==> config.mk <==
export PLATFORM = sky130hd
export DESIGN_NAME = apdec_top
export DESIGN_NICKNAME = d
export VERILOG_FILES = /design/src/rtl/apdec_pkg.sv /design/src/rtl/apdec_master_regs.sv /design/src/rtl/apdec_ext_regs.sv /design/src/rtl/apdec_lookup.sv /design/src/rtl/apdec_top.sv
export SDC_FILE = /design/constraint.sdc
export NUM_CORES = 2
export LEC_CHECK = 0
export CORE_UTILIZATION = 45
export CTS_CLUSTER_SIZE = 16
export DETAILED_ROUTE_END_ITERATION = 10
export PLACE_DENSITY = 0.66
export SYNTH_ARGS = -nofsm -noshare
export SYNTH_HDL_FRONTEND = slang
export SYNTH_SLANG_ARGS = --single-unit
export TNS_END_PERCENT = 20
==> constraint.sdc <==
create_clock -name clk -period 8.95 [get_ports clk]
set_clock_uncertainty 0.15 [all_clocks]
set_input_delay 2.2375 -clock clk [delete_from_list [all_inputs] [get_ports clk]]
set_output_delay 2.2375 -clock clk [all_outputs]
set_load 0.03 [all_outputs]
==> src/rtl/apdec_pkg.sv <==
package apdec_pkg;
  localparam int unsigned DATA_W      = 32;
  localparam int unsigned NIB_W       = 4;
  localparam int unsigned NUM_AP      = 16;
  localparam int unsigned TAB_W       = NUM_AP * NIB_W;
  localparam int unsigned GRP_OFF_W   = 5;

  // register offsets inside one master group
  localparam logic [GRP_OFF_W-1:0] OFF_SEL_LO = 5'h00;
  localparam logic [GRP_OFF_W-1:0] OFF_SEL_HI = 5'h04;
  localparam logic [GRP_OFF_W-1:0] OFF_OFS_LO = 5'h08;
  localparam logic [GRP_OFF_W-1:0] OFF_OFS_HI = 5'h0C;
  localparam logic [GRP_OFF_W-1:0] OFF_BOOT   = 5'h10;
  localparam logic [GRP_OFF_W-1:0] OFF_COMMIT = 5'h14;

  localparam logic [DATA_W-1:0] COMMIT_KEY  = 32'd1;
  localparam logic [DATA_W-1:0] RST_SEL     = 32'h7777_7777;
  localparam logic [DATA_W-1:0] RST_OFS_LO  = 32'hFEDC_BA98;
  localparam logic [DATA_W-1:0] RST_OFS_HI  = 32'h7654_3210;
  localparam logic [1:0]        RST_BOOT    = 2'b01;

  localparam logic [NIB_W-1:0]  SLV_NONE    = 4'd0;
  localparam logic [NIB_W-1:0]  SLV_ROM     = 4'd5;
  localparam logic [NIB_W-1:0]  SLV_LAST    = 4'd10;
endpackage

==> src/rtl/apdec_master_regs.sv <==
module apdec_master_regs
  import apdec_pkg::*;
#(
  parameter bit HAS_BOOT = 1'b0
) (
  input  logic                 clk,
  input  logic                 rst_n,
  input  logic                 wr_en,
  input  logic [GRP_OFF_W-1:0] off,
  input  logic [DATA_W-1:0]    wdata,
  output logic [DATA_W-1:0]    rd_data,
  output logic [TAB_W-1:0]     act_sel,
  output logic [TAB_W-1:0]     act_ofs,
  output logic                 boot_on
);
  logic [DATA_W-1:0] sel_lo_q, sel_hi_q, ofs_lo_q, ofs_hi_q;
  logic [DATA_W-1:0] sel_lo_n, sel_hi_n, ofs_lo_n, ofs_hi_n;
  logic [TAB_W-1:0]  act_sel_q, act_ofs_q, act_sel_n, act_ofs_n;
  logic [1:0]        boot_q, boot_n;
  logic              commit_en;

  assign commit_en = wr_en && (off == OFF_COMMIT) && (wdata == COMMIT_KEY);

  always_comb begin
    sel_lo_n  = sel_lo_q;
    sel_hi_n  = sel_hi_q;
    ofs_lo_n  = ofs_lo_q;
    ofs_hi_n  = ofs_hi_q;
    boot_n    = boot_q;
    act_sel_n = act_sel_q;
    act_ofs_n = act_ofs_q;
    if (wr_en) begin
      case (off)
        OFF_SEL_LO: sel_lo_n = wdata;
        OFF_SEL_HI: sel_hi_n = wdata;
        OFF_OFS_LO: ofs_lo_n = wdata;
        OFF_OFS_HI: ofs_hi_n = wdata;
        OFF_BOOT:   if (HAS_BOOT) boot_n = wdata[1:0];
        default:    ;
      endcase
    end
    if (commit_en) begin
      act_sel_n = {sel_hi_q, sel_lo_q};
      act_ofs_n = {ofs_hi_q, ofs_lo_q};
    end
  end

  always_ff @(posedge clk or negedge rst_n) begin
    if (!rst_n) begin
      sel_lo_q  <= RST_SEL;
      sel_hi_q  <= RST_SEL;
      ofs_lo_q  <= RST_OFS_LO;
      ofs_hi_q  <= RST_OFS_HI;
      boot_q    <= HAS_BOOT ? RST_BOOT : 2'b00;
      act_sel_q <= {RST_SEL, RST_SEL};
      act_ofs_q <= {RST_OFS_HI, RST_OFS_LO};
    end else begin
      if (wr_en) begin
        sel_lo_q <= sel_lo_n;
        sel_hi_q <= sel_hi_n;
        ofs_lo_q <= ofs_lo_n;
        ofs_hi_q <= ofs_hi_n;
        boot_q   <= boot_n;
      end
      if (commit_en) begin
        act_sel_q <= act_sel_n;
        act_ofs_q <= act_ofs_n;
      end
    end
  end

  always_comb begin
    case (off)
      OFF_SEL_LO: rd_data = sel_lo_q;
      OFF_SEL_HI: rd_data = sel_hi_q;
      OFF_OFS_LO: rd_data = ofs_lo_q;
      OFF_OFS_HI: rd_data = ofs_hi_q;
      OFF_BOOT:   rd_data = HAS_BOOT ? {{(DATA_W-2){1'b0}}, boot_q} : '0;
      default:    rd_data = '0;
    endcase
  end

  assign act_sel = act_sel_q;
  assign act_ofs = act_ofs_q;
  assign boot_on = |boot_q;

  a_r3_hold_without_commit: assert property (@(posedge clk) disable iff (!rst_n)
    !commit_en |=> ($stable(act_sel) && $stable(act_ofs)));
  a_r4_commit_copies: assert property (@(posedge clk) disable iff (!rst_n)
    commit_en |=> (act_sel == $past({sel_hi_q, sel_lo_q})) && (act_ofs == $past({ofs_hi_q, ofs_lo_q})));
endmodule

==> src/rtl/apdec_ext_regs.sv <==
module apdec_ext_regs
  import apdec_pkg::*;
#(
  parameter int unsigned EXT_W = 8
) (
  input  logic                 clk,
  input  logic                 rst_n,
  input  logic                 wr_en,
  input  logic [GRP_OFF_W-1:0] off,
  input  logic [DATA_W-1:0]    wdata,
  output logic [DATA_W-1:0]    rd_data,
  output logic [EXT_W-1:0]     ext_act
);
  logic [EXT_W-1:0] pend_q, pend_n, act_q, act_n;
  logic             pend_en, commit_en;

  assign pend_en   = wr_en && (off == OFF_SEL_LO);
  assign commit_en = wr_en && (off == OFF_COMMIT) && (wdata == COMMIT_KEY);

  always_comb begin
    pend_n = pend_q;
    act_n  = act_q;
    if (pend_en)   pend_n = wdata[EXT_W-1:0];
    if (commit_en) act_n  = pend_q;
  end

  always_ff @(posedge clk or negedge rst_n) begin
    if (!rst_n) begin
      pend_q <= '0;
      act_q  <= '0;
    end else begin
      if (pend_en)   pend_q <= pend_n;
      if (commit_en) act_q  <= act_n;
    end
  end

  assign rd_data = (off == OFF_SEL_LO) ? {{(DATA_W-EXT_W){1'b0}}, pend_q} : '0;
  assign ext_act = act_q;

  a_r9_ext_hold: assert property (@(posedge clk) disable iff (!rst_n)
    !commit_en |=> $stable(ext_act));
endmodule

==> src/rtl/apdec_lookup.sv <==
module apdec_lookup
  import apdec_pkg::*;
#(
  parameter int unsigned ADDR_W = 32,
  parameter int unsigned EXT_W  = 8
) (
  input  logic [TAB_W-1:0]        sel_tab,
  input  logic [TAB_W-1:0]        ofs_tab,
  input  logic                    mirror,
  input  logic                    master_ok,
  input  logic [EXT_W-1:0]        ext,
  input  logic [ADDR_W-1:0]       addr,
  output logic [NIB_W-1:0]        slave,
  output logic [ADDR_W+EXT_W-1:0] out_addr,
  output logic                    err
);
  localparam int unsigned LOW_W = ADDR_W - NIB_W;

  logic [NIB_W-1:0] ap, code, nib;

  assign ap = addr[ADDR_W-1 -: NIB_W];

  always_comb begin
    code = sel_tab[ap*NIB_W +: NIB_W];
    nib  = ofs_tab[ap*NIB_W +: NIB_W];
    if (mirror && (ap == '0)) begin
      code = SLV_ROM;
      nib  = '0;
    end
    if (!master_ok) begin
      slave    = SLV_NONE;
      out_addr = {ext, addr};
    end else begin
      slave    = (code > SLV_LAST) ? SLV_NONE : code;
      out_addr = {ext, nib, addr[LOW_W-1:0]};
    end
    err = (slave == SLV_NONE);
  end
endmodule

==> src/rtl/apdec_top.sv <==
module apdec_top
  import apdec_pkg::*;
#(
  parameter int unsigned NUM_MASTERS = 12,
  parameter int unsigned ADDR_W      = 32,
  parameter int unsigned EXT_W       = 8,
  parameter int unsigned CFG_ADDR_W  = 9,
  parameter int unsigned MIDX_W      = 4
) (
  input  logic                    clk,
  input  logic                    rst_n,
  input  logic                    cfg_wr,
  input  logic [CFG_ADDR_W-1:0]   cfg_addr,
  input  logic [DATA_W-1:0]       cfg_wdata,
  output logic [DATA_W-1:0]       cfg_rdata,
  input  logic [MIDX_W-1:0]       dec_master,
  input  logic [ADDR_W-1:0]       dec_addr,
  output logic [NIB_W-1:0]        dec_slave,
  output logic [ADDR_W+EXT_W-1:0] dec_out_addr,
  output logic                    dec_err
);
  localparam int unsigned GRP_W   = CFG_ADDR_W - GRP_OFF_W;
  localparam int unsigned EXT_GRP = NUM_MASTERS;

  logic [GRP_W-1:0]     grp;
  logic [GRP_OFF_W-1:0] off;
  logic [DATA_W-1:0]    rd_m [NUM_MASTERS];
  logic [TAB_W-1:0]     sel_m [NUM_MASTERS];
  logic [TAB_W-1:0]     ofs_m [NUM_MASTERS];
  logic [NUM_MASTERS-1:0] boot_m;
  logic [DATA_W-1:0]    rd_ext;
  logic [EXT_W-1:0]     ext_act;
  logic                 ext_wr;

  assign grp = cfg_addr[CFG_ADDR_W-1:GRP_OFF_W];
  assign off = cfg_addr[GRP_OFF_W-1:0];

  for (genvar m = 0; m < NUM_MASTERS; m++) begin : g_master
    logic grp_wr;
    assign grp_wr = cfg_wr && (grp == GRP_W'(m));
    apdec_master_regs #(.HAS_BOOT(m == 0)) u_regs (
      .clk     (clk),
      .rst_n   (rst_n),
      .wr_en   (grp_wr),
      .off     (off),
      .wdata   (cfg_wdata),
      .rd_data (rd_m[m]),
      .act_sel (sel_m[m]),
      .act_ofs (ofs_m[m]),
      .boot_on (boot_m[m])
    );
  end

  assign ext_wr = cfg_wr && (grp == GRP_W'(EXT_GRP));

  apdec_ext_regs #(.EXT_W(EXT_W)) u_ext (
    .clk     (clk),
    .rst_n   (rst_n),
    .wr_en   (ext_wr),
    .off     (off),
    .wdata   (cfg_wdata),
    .rd_data (rd_ext),
    .ext_act (ext_act)
  );

  always_comb begin
    cfg_rdata = '0;
    for (int m = 0; m < NUM_MASTERS; m++)
      if (grp == GRP_W'(m)) cfg_rdata = rd_m[m];
    if (grp == GRP_W'(EXT_GRP)) cfg_rdata = rd_ext;
  end

  logic             master_ok;
  logic [TAB_W-1:0] sel_cur, ofs_cur;
  logic             mirror_cur;

  assign master_ok = (dec_master < MIDX_W'(NUM_MASTERS));

  always_comb begin
    sel_cur    = '0;
    ofs_cur    = '0;
    mirror_cur = 1'b0;
    for (int m = 0; m < NUM_MASTERS; m++)
      if (dec_master == MIDX_W'(m)) begin
        sel_cur    = sel_m[m];
        ofs_cur    = ofs_m[m];
        mirror_cur = boot_m[m];
      end
  end

  apdec_lookup #(.ADDR_W(ADDR_W), .EXT_W(EXT_W)) u_lookup (
    .sel_tab   (sel_cur),
    .ofs_tab   (ofs_cur),
    .mirror    (mirror_cur),
    .master_ok (master_ok),
    .ext       (ext_act),
    .addr      (dec_addr),
    .slave     (dec_slave),
    .out_addr  (dec_out_addr),
    .err       (dec_err)
  );

  a_r7_no_unused_code: assert property (@(posedge clk) disable iff (!rst_n)
    dec_slave <= SLV_LAST);
  a_r7_err_iff_none: assert property (@(posedge clk) disable iff (!rst_n)
    dec_err == (dec_slave == SLV_NONE));
  a_r8_boot_rom: assert property (@(posedge clk) disable iff (!rst_n)
    (boot_m[0] && dec_master == '0 && dec_addr[ADDR_W-1 -: NIB_W] == '0)
      |-> (dec_slave == SLV_ROM && dec_out_addr[ADDR_W-1 -: NIB_W] == '0));
  a_r9_zero_ext: assert property (@(posedge clk) disable iff (!rst_n)
    (ext_act == '0) |-> (dec_out_addr[ADDR_W+EXT_W-1:ADDR_W] == '0));
  a_r6_low_bits_pass: assert property (@(posedge clk) disable iff (!rst_n)
    dec_out_addr[ADDR_W-NIB_W-1:0] == dec_addr[ADDR_W-NIB_W-1:0]);
  a_r10_bad_master: assert property (@(posedge clk) disable iff (!rst_n)
    !master_ok |-> dec_err);
endmodule

==> Word-level counts from Yosys, hierarchy flattened <==
Cells that the tools add are included.
{ "classes": {"shifts": 2, "magnitude_cmp": 2, "n_reduce_logical": 96, "mul": 0, "eq_ne": 29, "div": 0, "mux": 67, "bitwise": 0, "add_sub_neg": 0} }
{ "op_table": {"columns": ["cell", "n"], "rows": [
  ["$mux W64", 24],
  ["$pmux W32 S4", 11],
  ["$mux W32", 14],
  ["$pmux W32 S5", 1],
  ["$shiftx A64 B7 Y4", 2],
  ["$reduce_and A2 Y1", 49],
  ["$logic_and A1 B1 Y1", 41],
  ["$eq A4 B4 Y1 const B", 9],
  ["$eq A32 B1 Y1 const B", 1],
  ["$eq A4 B3 Y1 const B", 8],
  ["$eq A4 B2 Y1 const B", 4],
  ["$logic_not A4 Y1", 4],
  ["$mux W4", 4],
  ["$mux W1", 12],
  ["$eq A5 B4 Y1 const B", 2],
  ["$eq A5 B5 Y1 const B", 2],
  ["$eq A4 B1 Y1 const B", 2],
  ["$mux W8", 1],
  ["$eq A5 B3 Y1 const B", 1],
  ["$logic_not A5 Y1", 1],
  ["$gt A4 B4 Y1 const B", 1],
  ["$lt A4 B4 Y1 const B", 1],
  ["$reduce_or A2 Y1", 1]
]} }
{ "word_totals": {"output_inout_bits": 77, "mem_bits_rw": 0, "latchBits": 0, "in_bits": 80, "regBits": 3090, "n_memories": 0, "mem_bits_ro": 0, "elab_cells": 271} }

==> Logic depth before layout (Yosys ltp) <==
{ "depth": {"word_depth": 19, "mapped_depth": 17, "mapped_depth_nobuf": 9} }

==> Cells and area by module <==
A second synthesis with hierarchy kept.
{ "unflattened": {"hier_cells": 10810, "area_unflattened_um2": 145894.9} }
{ "modules_own_cells": {"columns": ["mod", "area_per_inst_um2", "cells_each", "instances", "seq_area_each_um2"], "rows": [
  ["apdec_master_regs at g_master[10].u_regs ...", 10437.5, 672, 11, 6606.3],
  ["apdec_top", 18042.3, 2517, 1, 0.0],
  ["apdec_master_regs at g_master[0].u_regs", 10611.4, 683, 1, 6657.6],
  ["apdec_lookup", 1478.9, 136, 1, 0.0],
  ["apdec_ext_regs", 949.7, 82, 1, 400.4]
]} }

==> Worst setup path after synthesis <==
No wires, ideal clock.
{ "synth_path": {"kind": "input -> output", "start": "input port dec_master[0]", "end": "output port dec_out_addr[30]", "required_time_ps": 6562, "arrival_ps": 5145, "path_buffers": 6, "setup_slack_ps": 1418, "path_stages": 14, "path_cell_list": "buf_6 -> buf_6 -> buf_8 -> buf_6 -> nor4b_1 -> buf_2 -> buf_4 -> a22oi_1 -> nand3_1 -> nand2_1 -> a221o_1 -> o2111ai_1 -> nand2_1 -> nor4_1"} }
{ "synth_between": {"elab_chain_len": 16, "elab_cells_between_ends": 41, "cone_classes": "1 x order compare; 11 x eq/ne; 1 x shift; 26 x mux; 2 x reduce/logical"} }
{ "synth_rtl": {"columns": ["element", "line_no", "source"], "rows": [
  ["start, declared", "apdec_top.sv:16", "input logic [MIDX_W-1:0] dec_master,"],
  ["$logic_not A4 Y1", "apdec_top.sv:84", "if (dec_master == MIDX_W'(m)) begin"],
  ["$mux W64 / $mux W1 (equally long branches) (12 in series)", "apdec_top.sv:84", null],
  ["$shiftx A64 B7 Y4 / $logic_and A1 B1 Y1 (equally long branches)", "apdec_lookup.sv:25, apdec_lookup.sv:26", null],
  ["$mux W4", "apdec_lookup.sv:26", "if (mirror && (ap == '0)) begin"],
  ["$mux W32 (*)", "apdec_lookup.sv:30", "if (!master_ok) begin"],
  ["end, declared", "apdec_top.sv:19", "output logic [ADDR_W+EXT_W-1:0] dec_out_addr,"]
]} }
Every way passes the cells marked *; elsewhere a longest branch is shown, timed or not.

==> Worst setup path after layout <==
{ "layout_path": {"start": "input port dec_master[0]", "end": "output port dec_err"} }
{ "layout_between": {"elab_chain_len": 19, "elab_cells_between_ends": 44, "cone_classes": "2 x order compare; 11 x eq/ne; 1 x shift; 27 x mux; 3 x reduce/logical"} }
{ "layout_rtl": {"columns": ["element", "line_no", "source"], "rows": [
  ["$logic_not A4 Y1", "apdec_top.sv:84", null],
  ["$mux W64 / $mux W1 (equally long branches) (12 in series)", "apdec_top.sv:84", null],
  ["$shiftx A64 B7 Y4 / $logic_and A1 B1 Y1 (equally long branches)", "apdec_lookup.sv:24, apdec_lookup.sv:26", null],
  ["$mux W4", "apdec_lookup.sv:26", null],
  ["$gt A4 B4 Y1", "apdec_lookup.sv:34", "slave = (code > SLV_LAST) ? SLV_NONE : code;"],
  ["$mux W4", "apdec_lookup.sv:34", null],
  ["$mux W4 (*)", "apdec_lookup.sv:30", null],
  ["$logic_not A4 Y1 (*)", "apdec_lookup.sv:37", "err = (slave == SLV_NONE);"],
  ["end, declared", "apdec_top.sv:20", "output logic dec_err"]
]} }
Marks and branches as above.

==> flow_metrics.py <==
metrics = {
    "placement": {
        "port_buffers": 100,
        "pre_cts_ws_ns": -0.345,
        "dpl_cell_area_sq_mm": 0.150,
        "hpwl_um": 414000,
        "placed_cells": 14300,
        "place_congestion": 1.02,
    },
    "final_layout": {
        "fin_cells": 15000,
        "design_area_sq_mm": 0.162,
        "n_fill_cell": 26000,
        "syn_to_final_growth_pct": 15.1,
        "fin_nets": 10600,
        "drive_gt1_share_pct": 59.2,
    },
    "synth": {
        "synth_ff_type": "dfstp_2",
        "synth_cell_types": 100,
        "syn_nets": 10500,
        "async_reset_ff_share_pct": 100,
        "synthTopCellsByCount": "mux2_2 (3007), dfstp_2 (1921), dfrtp_1 (1169)",
        "ys_seq_area_share_pct": 56.7,
        "yosys.area.top_type": "dfstp_2",
        "synth_edf_count": 0,
        "synth_area_leaders": "dfstp_2 (36%), mux2_2 (24%), dfrtp_1 (21%)",
        "synth_warnings": 0,
        "ys_seq_elements": 3090,
        "yosysTopAreaCellShare_pct": 35.9,
        "syn_area_sq_mm": 0.141,
        "post-synth-top-count-cell": "mux2_2",
        "avgSynthCellArea_sq_um": 13.5,
        "synthCells": 10400,
    },
    "floorplan": {
        "io_pins": 157,
        "rows": 204,
        "dieArea_sq_mm": 0.315,
        "die_height_um": 561,
        "fp.coreArea_sq_mm": 0.310,
        "die_w_um": 561,
        "initial_core_util_pct": 45.4,
    },
    "run": {
        "maxCapViolCount": 0,
    },
    "worst_setup_path": {
        "cp-end-kind": "primary output",
        "critPathRequiredTime_ns": 6.56,
        "crit_slowest_cell": "nand3b_1",
        "max_stage_delay_ns": 0.71,
        "cpMostUsedCell": "buf_4",
        "crit_fanout": 43,
        "cp_num_buf_inv": 5,
        "cpLargestDelayFamily": "compound AO/OA/AOI/OAI gates",
        "arrival_ns": 6.85,
        "critPathLaunchType": "primary input",
        "path_cells": "buf_8, nand3b_1, buf_4, o21ai_0, a21oi_1, o211ai_1, a211oi_1, a41o_1, nor4_2, buf_4, a21oi_1, mux2i_1, buf_4, buf_12",
        "crit_type": "primary input to primary output",
    },
    "sta": {
        "max_slew_margin_pct": 8.93,
        "rsz0062_at_grt": "false",
        "hold_violations": 0,
        "finalMaxSlewViolations": 0,
        "finalWorstSetupSlack_ns": -0.283,
        "fmax_mhz": 108,
        "finalCriticalPeriod_ns": 9.23,
        "setup_viol": 9,
        "worst_pin_slew_ns": 1.36,
        "finalCritPeriodShare_pct": 103,
    },
    "detailed_routing": {
        "firstDrtPassIters": 8,
        "ant_nets": 0,
        "dr.first_iter.drc_count": 15400,
        "wl_met2_um": 265000,
        "vias": 107000,
        "routed_wl_um": 652000,
        "wl_met3_um": 87800,
        "drc": 0,
        "wl_per_cell_um": 43.5,
        "vias_per_cell": 7.11,
        "wl_met1_um": 236000,
        "top_layer": "met5",
    },
    "global_route": {
        "antenna_found_initial": 59,
        "grt_start_max_net_pins": 199,
        "grt_pass1_wl_um": 887000,
        "gr-total-overflow": 0,
        "grt_pass1_vias": 105000,
        "grt_use_total_pct": 40.7,
    },
    "power": {
        "p_seq_share_pct": 46.8,
        "combPwrFrac_pct": 5.9,
        "power_density_mw_per_mm2": 191,
        "leakagePower_uw": 0.0690,
        "power_frac_clock_pct": 47.2,
        "swShare_pct": 24.7,
        "power_switching_uw": 7640,
        "p_int_uw": 23200,
        "peakVddDrop_v": 0.000167,
    },
    "hold_path": {
        "hp-class": "flop to flop",
    },
    "clock_network": {
        "clockBufferDepth": 4,
        "cts_sinks": 3090,
        "post_cts_buffers": 0,
        "cts_hold_buf": 0,
        "clkTransAtPathRegs_ns": 0.06,
        "clock_latency_ns": 0.99,
        "cts-buffers-inserted": 330,
        "cts_root_buf": "clkbuf_16",
        "cts_tree": "yes",
        "h-tree-depth": 5,
    },
    "run_status": {
        "violations": "negative setup slack",
        "status": "complete, but fails checks",
    },
}
cell type report:
class	instances	area, sq um	share of cell area [%]
flip-flops and latches	3090	79700	49.2
multi-input cells	6327	57300	35.4
clock buffers	497	9760	6.03
repair buffers	773	8120	5.01
well taps	4120	5150	3.18
clock inverters	111	1650	1.02
diodes	53	133	0.0819
inverters	15	60.1	0.0371
what timing repair did:
action | CTS | global route
setup endpoints to repair | 10 | 3
resized for setup | 9 | 3
pin swaps | 1 | 0
placed cells by master (no fill, tap or decap), types with 49 or more instances in the layout:
cell       Yosys  layout
a22o_1       287     287
mux2_2      3007    3007
clkbuf_1     516      84
nor2_1       178     138
nand2_1      571     557
o22ai_1      166     166
buf_12         0     182
buf_4         67     531
dfrtp_1     1169    1169
nand3_1       75      58
a221oi_1     351     349
o221ai_1      60      60
clkbuf_8       0      79
dfstp_2     1921    1921
mux2i_1      152     152
clkbuf_16      0     334
a21oi_1      303     303
a22oi_1      344     344
nor4_1        53      50
mux4_2        49      49
diode_2        0      53
o21ai_0      185     185
flip-flops by register name (all words and copies together) (netlist names):
| signal | count |
|---|---|
| g_master.u_regs.act_ofs | 768 |
| g_master.u_regs.act_sel | 768 |
| g_master.u_regs.ofs_hi_q | 384 |
| g_master.u_regs.ofs_lo_q | 384 |
| g_master.u_regs.sel_hi_q | 384 |
| g_master.u_regs.sel_lo_q | 384 |
| u_ext.ext_act | 8 |
| u_ext.pend_q | 8 |
| g_master.u_regs.boot_q | 2 |
power by group through the flow:
stage	clock network, uW	logic (uW)	registers, uW
6_report	14600	1830	14500
2_1_floorplan	0	670	14600
5_1_grt	15100	1830	14500
4_1_cts	14600	1750	14400
3_5_place_dp	0	1740	14700
3_3_place_gp	0	1720	14700
through the flow:
step / power (uW) / setup TNS (ns) / utilization [%] / hold slack (ns)
CTS: 30800 / 0 / 52.2 / 0.285
floorplan: 15300 / 0 / - / 0.281
global placement: 16400 / -2.00 / 48.5 / 0.291
detailed placement: 16400 / -1.75 / 48.5 / 0.294
finish: 30900 / -1.37 / 52.3 / 0.294
global route: 31400 / 0 / 52.2 / 0.310
layer usage:
layer  GRT usage [%]  vias up
met4            32.9       26
met2            56.1     8785
met5               0        -
li1                -    39300
met3            14.5     2534
met1            51.4    55900
tightest hold or removal path: stages, from the launching register on:
cell and delay, ns:
dfstp_2 0.37, nand2_1 0.05, nand2_1 0.04
path summary, 6_finish.rpt:
kind,from,end,slack (ns),cells past startpoint
setup reg to reg,g_master[0].u_regs.act_sel[25]$_DFFE_PN1P_,g_master[0].u_regs.act_sel[25]$_DFFE_PN1P_,7.80,2
max in group asynchronous,rst_n,g_master[0].u_regs.ofs_lo_q[8]$_DFFE_PN0P_,5.38,3
setup / recovery,dec_master[0],dec_err,-0.28,14
min in group asynchronous,rst_n,g_master[9].u_regs.sel_hi_q[23]$_DFFE_PN0P_,1.12,1
hold / removal,g_master[4].u_regs.sel_lo_q[16]$_DFFE_PN1P_,g_master[4].u_regs.act_sel[16]$_DFFE_PN1P_,0.29,2
hold reg to reg,g_master[4].u_regs.sel_lo_q[16]$_DFFE_PN1P_,g_master[4].u_regs.act_sel[16]$_DFFE_PN1P_,0.29,2
cells by family after synthesis:
logic type             share of synthesized area, %
buffers and inverters                          3.22
multiplexers                                   26.0
AND/OR/NAND/NOR                                3.55
flip-flops                                     56.7
AO/OA/AOI/OAI                                  10.6
Note: power is estimated with default switching activity, not from simulation.
